File: src/rtl/fx_pkg.sv
package fx_pkg;
  typedef enum logic [1:0] {
    FLOW_NONE = 2'b00,
    FLOW_JUMP = 2'b01,
    FLOW_CALL = 2'b10,
    FLOW_RET  = 2'b11
  } flow_e;
endpackage

File: src/rtl/fx_ret_stack.sv
module fx_ret_stack #(
  parameter int AW    = 13,
  parameter int DEPTH = 8
) (
  input  logic          clk,
  input  logic          rst,
  input  logic          push,
  input  logic          pop,
  input  logic [AW-1:0] push_addr,
  output logic [AW-1:0] top_addr
);
  localparam int PW = (DEPTH > 1) ? $clog2(DEPTH) : 1;
  localparam logic [PW-1:0] LAST = PW'(DEPTH - 1);

  logic [AW-1:0] slots [DEPTH];
  logic [PW-1:0] wr_ptr;
  logic [PW-1:0] rd_ptr;

  // rd_ptr is the slot just below the write pointer, with circular wrap
  assign rd_ptr   = (wr_ptr == '0) ? LAST : wr_ptr - PW'(1);
  assign top_addr = slots[rd_ptr];

  always_ff @(posedge clk) begin
    if (push) slots[wr_ptr] <= push_addr;
  end

  always_ff @(posedge clk) begin
    if (rst) begin
      wr_ptr <= '0;
    end else if (push) begin
      wr_ptr <= (wr_ptr == LAST) ? '0 : wr_ptr + PW'(1);
    end else if (pop) begin
      wr_ptr <= rd_ptr;
    end
  end
endmodule

File: src/rtl/fx_pc_unit.sv
module fx_pc_unit #(
  parameter int AW = 13
) (
  input  logic          clk,
  input  logic          rst,
  input  logic          adv,
  input  logic          load,
  input  logic [AW-1:0] load_addr,
  output logic [AW-1:0] pc
);
  always_ff @(posedge clk) begin
    if (rst)       pc <= '0;
    else if (adv)  pc <= load ? load_addr : pc + AW'(1);
  end
endmodule

File: src/rtl/fx_exec_reg.sv
module fx_exec_reg #(
  parameter int            IW  = 14,
  parameter logic [IW-1:0] NOP = '0
) (
  input  logic          clk,
  input  logic          rst,
  input  logic          adv,
  input  logic          flush,
  input  logic [IW-1:0] fetch_word,
  output logic [IW-1:0] ex_word,
  output logic          ex_nop
);
  always_ff @(posedge clk) begin
    if (rst) begin
      ex_word <= NOP;
      ex_nop  <= 1'b1;
    end else if (adv) begin
      ex_word <= flush ? NOP : fetch_word;
      ex_nop  <= flush;
    end
  end
endmodule

File: src/rtl/fetch_exec_ctrl.sv
module fetch_exec_ctrl #(
  parameter int            AW    = 13,
  parameter int            IW    = 14,
  parameter int            DEPTH = 8,
  parameter logic [IW-1:0] NOP   = '0
) (
  input  logic          clk,
  input  logic          rst,
  input  logic          step_en,
  input  logic [IW-1:0] fetch_word,
  input  logic [1:0]    flow_op,
  input  logic [AW-1:0] flow_tgt,
  output logic [AW-1:0] pm_addr,
  output logic [IW-1:0] ex_word,
  output logic          ex_nop
);
  import fx_pkg::*;

  flow_e         op;
  logic          redirect;
  logic          do_push;
  logic          do_pop;
  logic [AW-1:0] stack_top;
  logic [AW-1:0] next_tgt;

  assign op       = flow_e'(flow_op);
  assign redirect = step_en && !ex_nop && (op != FLOW_NONE);
  assign do_push  = redirect && (op == FLOW_CALL);
  assign do_pop   = redirect && (op == FLOW_RET);
  assign next_tgt = (op == FLOW_RET) ? stack_top : flow_tgt;

  fx_ret_stack #(.AW(AW), .DEPTH(DEPTH)) u_stack (
    .clk       (clk),
    .rst       (rst),
    .push      (do_push),
    .pop       (do_pop),
    .push_addr (pm_addr),
    .top_addr  (stack_top)
  );

  fx_pc_unit #(.AW(AW)) u_pc (
    .clk       (clk),
    .rst       (rst),
    .adv       (step_en),
    .load      (redirect),
    .load_addr (next_tgt),
    .pc        (pm_addr)
  );

  fx_exec_reg #(.IW(IW), .NOP(NOP)) u_ex (
    .clk        (clk),
    .rst        (rst),
    .adv        (step_en),
    .flush      (redirect),
    .fetch_word (fetch_word),
    .ex_word    (ex_word),
    .ex_nop     (ex_nop)
  );
endmodule

File: config.mk
export PLATFORM = sky130hd
export DESIGN_NAME = fetch_exec_ctrl
export DESIGN_NICKNAME = d
export VERILOG_FILES = /design/src/rtl/fx_pkg.sv /design/src/rtl/fx_ret_stack.sv /design/src/rtl/fx_pc_unit.sv /design/src/rtl/fx_exec_reg.sv /design/src/rtl/fetch_exec_ctrl.sv
export SDC_FILE = /design/constraint.sdc
export NUM_CORES = 1
export LEC_CHECK = 0
export BUFFER_PORTS_ARGS = -buffer_cell sky130_fd_sc_hd__buf_2
export CAP_MARGIN = 5
export CORE_ASPECT_RATIO = 1.25
export CORE_UTILIZATION = 55
export CTS_BUF_LIST = sky130_fd_sc_hd__clkbuf_4
export DETAILED_ROUTE_END_ITERATION = 12
export PLACE_DENSITY = 0.86
export SLEW_MARGIN = 15
export SYNTH_ARGS = -nofsm -noshare
export SYNTH_HDL_FRONTEND = slang
export SYNTH_SLANG_ARGS = --single-unit
File: constraint.sdc
create_clock -name clk -period 3.1 [get_ports clk]
set_input_delay 0.465 -clock clk [delete_from_list [all_inputs] [get_ports clk]]
set_output_delay 0.465 -clock clk [all_outputs]
set_load 0.005 [all_outputs]
After elaboration in Yosys (flattened, before gate mapping)
Memory sizes are Yosys's and may differ from the RTL's.
Index checks and enable logic that the tools add are counted.
Widths: inputs -> output; s select.
{"block": "classes", "eq_ne": 3, "muxes": 9, "reduce_logical": 8, "n_addsub": 3}
{"cell": "$mux 13", "count": 2}
{"cell": "$mux 14", "count": 1}
{"cell": "$add 13x1->13 const B", "count": 1}
{"cell": "$mux 3", "count": 4}
{"cell": "$eq 2x2->1 const B", "count": 2}
{"cell": "$logic_and 1x1->1", "count": 4}
{"cell": "$reduce_bool 2->1", "count": 2}
{"cell": "$add 3x1->3 const B", "count": 1}
{"cell": "$eq 3x3->1 const B", "count": 1}
{"cell": "$logic_not 3->1", "count": 1}
{"cell": "$sub 3x1->3 const B", "count": 1}
{"cell": "$mux 1", "count": 2}
{"cell": "$logic_not 1->1", "count": 1}
{"block": "word_totals", "word_cells": 28, "mem_bits_rw": 104, "in_bits": 32, "register_bits": 31, "mem_count": 1}
{"memory": "u_stack.slots", "depth": 8, "word_bits": 13, "rd": 1, "rd_clocked_by_memory_dff": 0, "write_ports": 1, "line": "fx_ret_stack.sv:15", "source": "logic [AW-1:0] slots [DEPTH];"}

Depth between registers and ports, before layout
{"block": "logic_depth", "word_depth": 6, "mapped_depth": 11}

Modules after synthesis
From an unflattened synthesis, not the netlist that was laid out.
{"block": "hier_totals", "hier_cells": 467, "hier_area_um2": 6113.4}
{"module": "fx_ret_stack", "instances": 1, "seq_area_each_um2": 3183.1, "cells_each": 283, "area_per_inst_um2": 4458.0}
{"module": "fx_pc_unit", "instances": 1, "seq_area_each_um2": 260.2, "cells_each": 100, "area_per_inst_um2": 784.5}
{"module": "fx_exec_reg", "instances": 1, "seq_area_each_um2": 300.3, "cells_each": 64, "area_per_inst_um2": 648.1}
{"module": "fetch_exec_ctrl", "instances": 1, "seq_area_each_um2": 0.0, "cells_each": 20, "area_per_inst_um2": 222.7}

Least setup slack after synthesis
No wires, ideal clock.
{"block": "synth_timing", "kind": "input to register", "startpoint": "input flow_op[1]", "endpoint": "memory u_stack.slots[1][0], enable pin", "setup_ps": 400, "required_time_ps": 2700, "arrival_time_ps": 2069, "path_slack_ps": 631, "cell_stages": 5, "cell_sequence": "buf_2 > and2_1 > clkbuf_1 > nand3_1 > nor3_1"}
{"block": "synth_via", "elab_chain_cells": 5, "word_cells_on_any_way": 6}
{"item": "start, declared", "line": "fetch_exec_ctrl.sv:11", "source": "input logic [1:0] flow_op,"}
{"item": "$reduce_bool 2->1", "line": "fetch_exec_ctrl.sv:27", "source": "assign redirect = step_en && !ex_nop && (op != FLOW_NONE);"}
{"item": "$logic_and 1x1->1", "line": "fetch_exec_ctrl.sv:27"}
{"item": "$logic_and 1x1->1 (*)", "line": "fetch_exec_ctrl.sv:28", "source": "assign do_push = redirect && (op == FLOW_CALL);"}
{"item": "$mux 1 (*)", "line": "fx_ret_stack.sv:24", "source": "if (push) slots[wr_ptr] <= push_addr;"}
{"item": "$mux 1 (implied by the code) (*)", "line": "fx_ret_stack.sv:24"}
{"item": "end, declared", "line": "fx_ret_stack.sv:15"}
Mark *: on every way between the ends. The rest lies on a longest branch, timed or not.

Final worst setup path
{"block": "layout_timing", "startpoint": "register u_stack.wr_ptr[1]", "endpoint": "register u_pc.pc[11]"}
{"block": "layout_via", "elab_chain_cells": 5, "word_cells_on_any_way": 6}
{"item": "start, declared", "line": "fx_ret_stack.sv:16", "source": "logic [PW-1:0] wr_ptr;"}
{"item": "start signal, assigned", "line": "fx_ret_stack.sv:31", "source": "wr_ptr <= (wr_ptr == LAST) ? '0 : wr_ptr + PW'(1);"}
{"item": "start signal, assigned", "line": "fx_ret_stack.sv:33", "source": "wr_ptr <= rd_ptr;"}
{"item": "$sub 3x1->3 / $logic_not 3->1 (equally long branches)", "line": "fx_ret_stack.sv:20", "source": "assign rd_ptr = (wr_ptr == '0) ? LAST : wr_ptr - PW'(1);"}
{"item": "$mux 3 (*)", "line": "fx_ret_stack.sv:20"}
{"item": "$mem_v2 8x13 (*)"}
{"item": "$mux 13 (*)", "line": "fetch_exec_ctrl.sv:30", "source": "assign next_tgt = (op == FLOW_RET) ? stack_top : flow_tgt;"}
{"item": "$mux 13 (*)", "line": "fx_pc_unit.sv:13", "source": "else if (adv) pc <= load ? load_addr : pc + AW'(1);"}
{"item": "end signal, assigned", "line": "fx_pc_unit.sv:13"}
{"item": "end, declared", "line": "fx_pc_unit.sv:9", "source": "output logic [AW-1:0] pc"}
Marked as above.
A chain may end at the register's enable or synchronous reset.

==> impl_metrics.toml <==
[status]
status = "finished, final reports clean"

[clock_network]
cts_setup_buffers = 0
clk_latency_ps = 520
htreeDepth = 4
ctsRootBufferMaster = "clkbuf_4"
hold_buffers = 0
cts_tree = "done"
cts_resized = 0
clkSlewWorstSetupHoldPaths_ps = 100
cts.sinks = 135
clockBufferDepth = 2
cts_buffers = 17

[setup_path]
critPathMaxStageDelay_ps = 490
worstPathArrival_ps = 3110
critPathMostFrequentCell = "ha_1"
cp_max_fo = 9
crit_required_ps = 3510
cp-start-kind = "flop"
end_kind = "flop"
crit_type = "flop to flop"
path_buf_inv = 3
critical_path.top_delay_family = "buffers and inverters"
worst_path_max_delay_cell = "dfxtp_1"
crit_chain = "inv_1 -> ha_1 -> ha_1 -> clkinv_1 -> buf_4 -> nor2_1 -> a32o_1 -> nor3_1 -> a211o_1"

[synthesis]
synth_xor_area_share_pct = 0.613
synth_adder_area_share_pct = 1.44
ys_top_cells_by_count = "edfxtp_1, nand2_1, dfxtp_1"
synth_top_area_cell = "edfxtp_1"
synth_top_family_by_area = "compound AO/OA/AOI/OAI gates"
synth-edff-count = 104
avgSynthCellArea_um2 = 14.3
yosys-top-cells-area = "edfxtp_1, dfxtp_1, mux4_1, nand2_1, a22o_1"
syn_nets = 437
yosysSeqAreaShare_pct = 65.5
synth_most_common_cell = "edfxtp_1"
synthFlopType = "edfxtp_1"
synthMuxAreaShare_pct = 10.3
synth_cell_types = 59
synth_area_um2 = 5720
netlist.area_leader.share_pct = 54.6
synthArstFlopShare_pct = 0
synth_cells = 400
yosys.area_share.simple_pct = 8.64
synth_compound_area_share_pct = 10.9
ys_ff_latch = 135
yosysWarnings = 0

[timing]
hold_violations = 0
min_period_over_period_pct = 87.0
period_minus_slack_ps = 2700
max_clock_freq_mhz = 371
slew_headroom_pct = 42.0
slew_violations = 0
worst_hold_slack_ps = 157
layout_setup_ws_ps = 403
setup_viol = 0
worst_pin_slew_ps = 866
setup_tns_ps = 0
clock_skew_ps = 15.2
rsz0062_at_grt = "false"

[floorplanning]
fp.coreArea_um2 = 10100
rows = 41
dieHeight_um = 116
die_w_um = 93.2
start_util_pct = 56.6
io_pins = 60
dieArea_um2 = 10800

[detailed_routing]
vias_per_cell = 6.30
wl_met1_um = 4940
first_pass_iters = 6
drtIter0Drc = 472
wl_per_cell_um = 21.2
wl_um = 13200
highest_layer = "met4"
met3_length_um = 1290
drc = 0
vias = 3920
ant_nets = 0
wl_met2_um = 6330

[power_and_ir_drop]
worst_ir_drop_vdd_mv = 0.396
power_mw = 3.26
leakagePower_nw = 2.38
powerDensity_nw_per_um2 = 505

[placement]
dp.final_hpwl_um = 8950
preCtsSetupSlack_ps = 432
gp_congestion = 0.912
dp.cells = 590
io_buffers = 59

[final_layout]
antenna_cells = 0
seqCellArea_um2 = 3740
multi_input_area_um2 = 1830
layoutNonFillerInstCount = 622
finalNetCount = 517
fillCellCount = 726
area_growth_pct = 12.9
drive_above_1_share_pct = 25.2

[global_routing]
antenna_found_initial = 0
grt_pass1_wl_um = 20500
grt_use_total_pct = 26.6
grt_pass1_vias = 3910
overflow = 0
grt_max_degree = 25

[hold_path]
min_path_type = "input pin to flop"

[flow_run]
cap_violations = 0
[flip-flops by register name (all words and copies together) (netlist names)]
| signal | count |
|---|---|
| u_ex.ex_nop | 1 |
| u_ex.ex_word | 14 |
| u_pc.pc | 13 |
| u_stack.slots | 104 |
| u_stack.wr_ptr | 3 |
[layout make-up]
class	count	share of cell area (%)
flip-flops and latches	135	58.0
multi-input cells	237	28.3
repair buffers	80	7.01
well taps	129	2.50
clock buffers	20	2.32
clock inverters	12	1.36
inverters	9	0.523
[layout by cell type, fill, tap and decap left out, types with 13 or more instances in the layout]
cell | synthesis | routed
nand2_1 | 47 | 47
buf_4 | 0 | 21
dfxtp_1 | 31 | 31
a22o_1 | 15 | 15
edfxtp_1 | 104 | 104
buf_2 | 3 | 59
clkbuf_4 | 0 | 20
mux4_1 | 13 | 13
nor2_1 | 25 | 25
[per-layer routing]
layer | vias to the layer above | global-route usage (%)
met3 | 57 | 7.81
met1 | 1875 | 32.6
met2 | 251 | 42.0
met5 | - | 0
li1 | 1737 | -
met4 | 0 | 16.0
[power by group]
group / switching (mW) / internal (mW) / total, mW
sequential: 0.0401 / 1.97 / 2.01
combinational: 0.153 / 0.113 / 0.265
clock: 0.579 / 0.407 / 0.986
total: 0.772 / 2.49 / 3.26
[through the flow]
| step | instance area, um^2 | utilization, % |
|---|---|---|
| 2_1_floorplan | 5720 | - |
| 3_3_place_gp | 6220 | 61.6 |
| 3_5_place_dp | 6220 | 61.6 |
| 4_1_cts | 6460 | 63.9 |
| 5_1_grt | 6460 | 63.9 |
| 6_report | 6460 | 63.9 |
[cells by family (layout without fill, tap and decap cells)]
| family | count (synthesis) | count (layout) |
|---|---|---|
| compound gates | 84 | 84 |
| xor+xnor | 4 | 4 |
| fa+ha+maj | 7 | 7 |
| buf+inv | 28 | 121 |
| flops | 135 | 135 |
| mux | 33 | 33 |
| simple gates | 109 | 109 |
[worst paths after layout]
check                                                     from                            to  slack (ps)  cells after the start
worst max-delay path            u_stack.wr_ptr[1]$_SDFFE_PP0P_      u_pc.pc[11]$_SDFFE_PP0P_         400                      9
worst min-delay path                             fetch_word[9]  u_ex.ex_word[9]$_SDFFE_PP0P_         160                      2
worst max register to register  u_stack.wr_ptr[1]$_SDFFE_PP0P_      u_pc.pc[11]$_SDFFE_PP0P_         400                      9
worst min register to register    u_ex.ex_word[6]$_SDFFE_PP0P_  u_ex.ex_word[6]$_SDFFE_PP0P_         480                      1
Note: power is estimated with default switching activity, not from simulation.
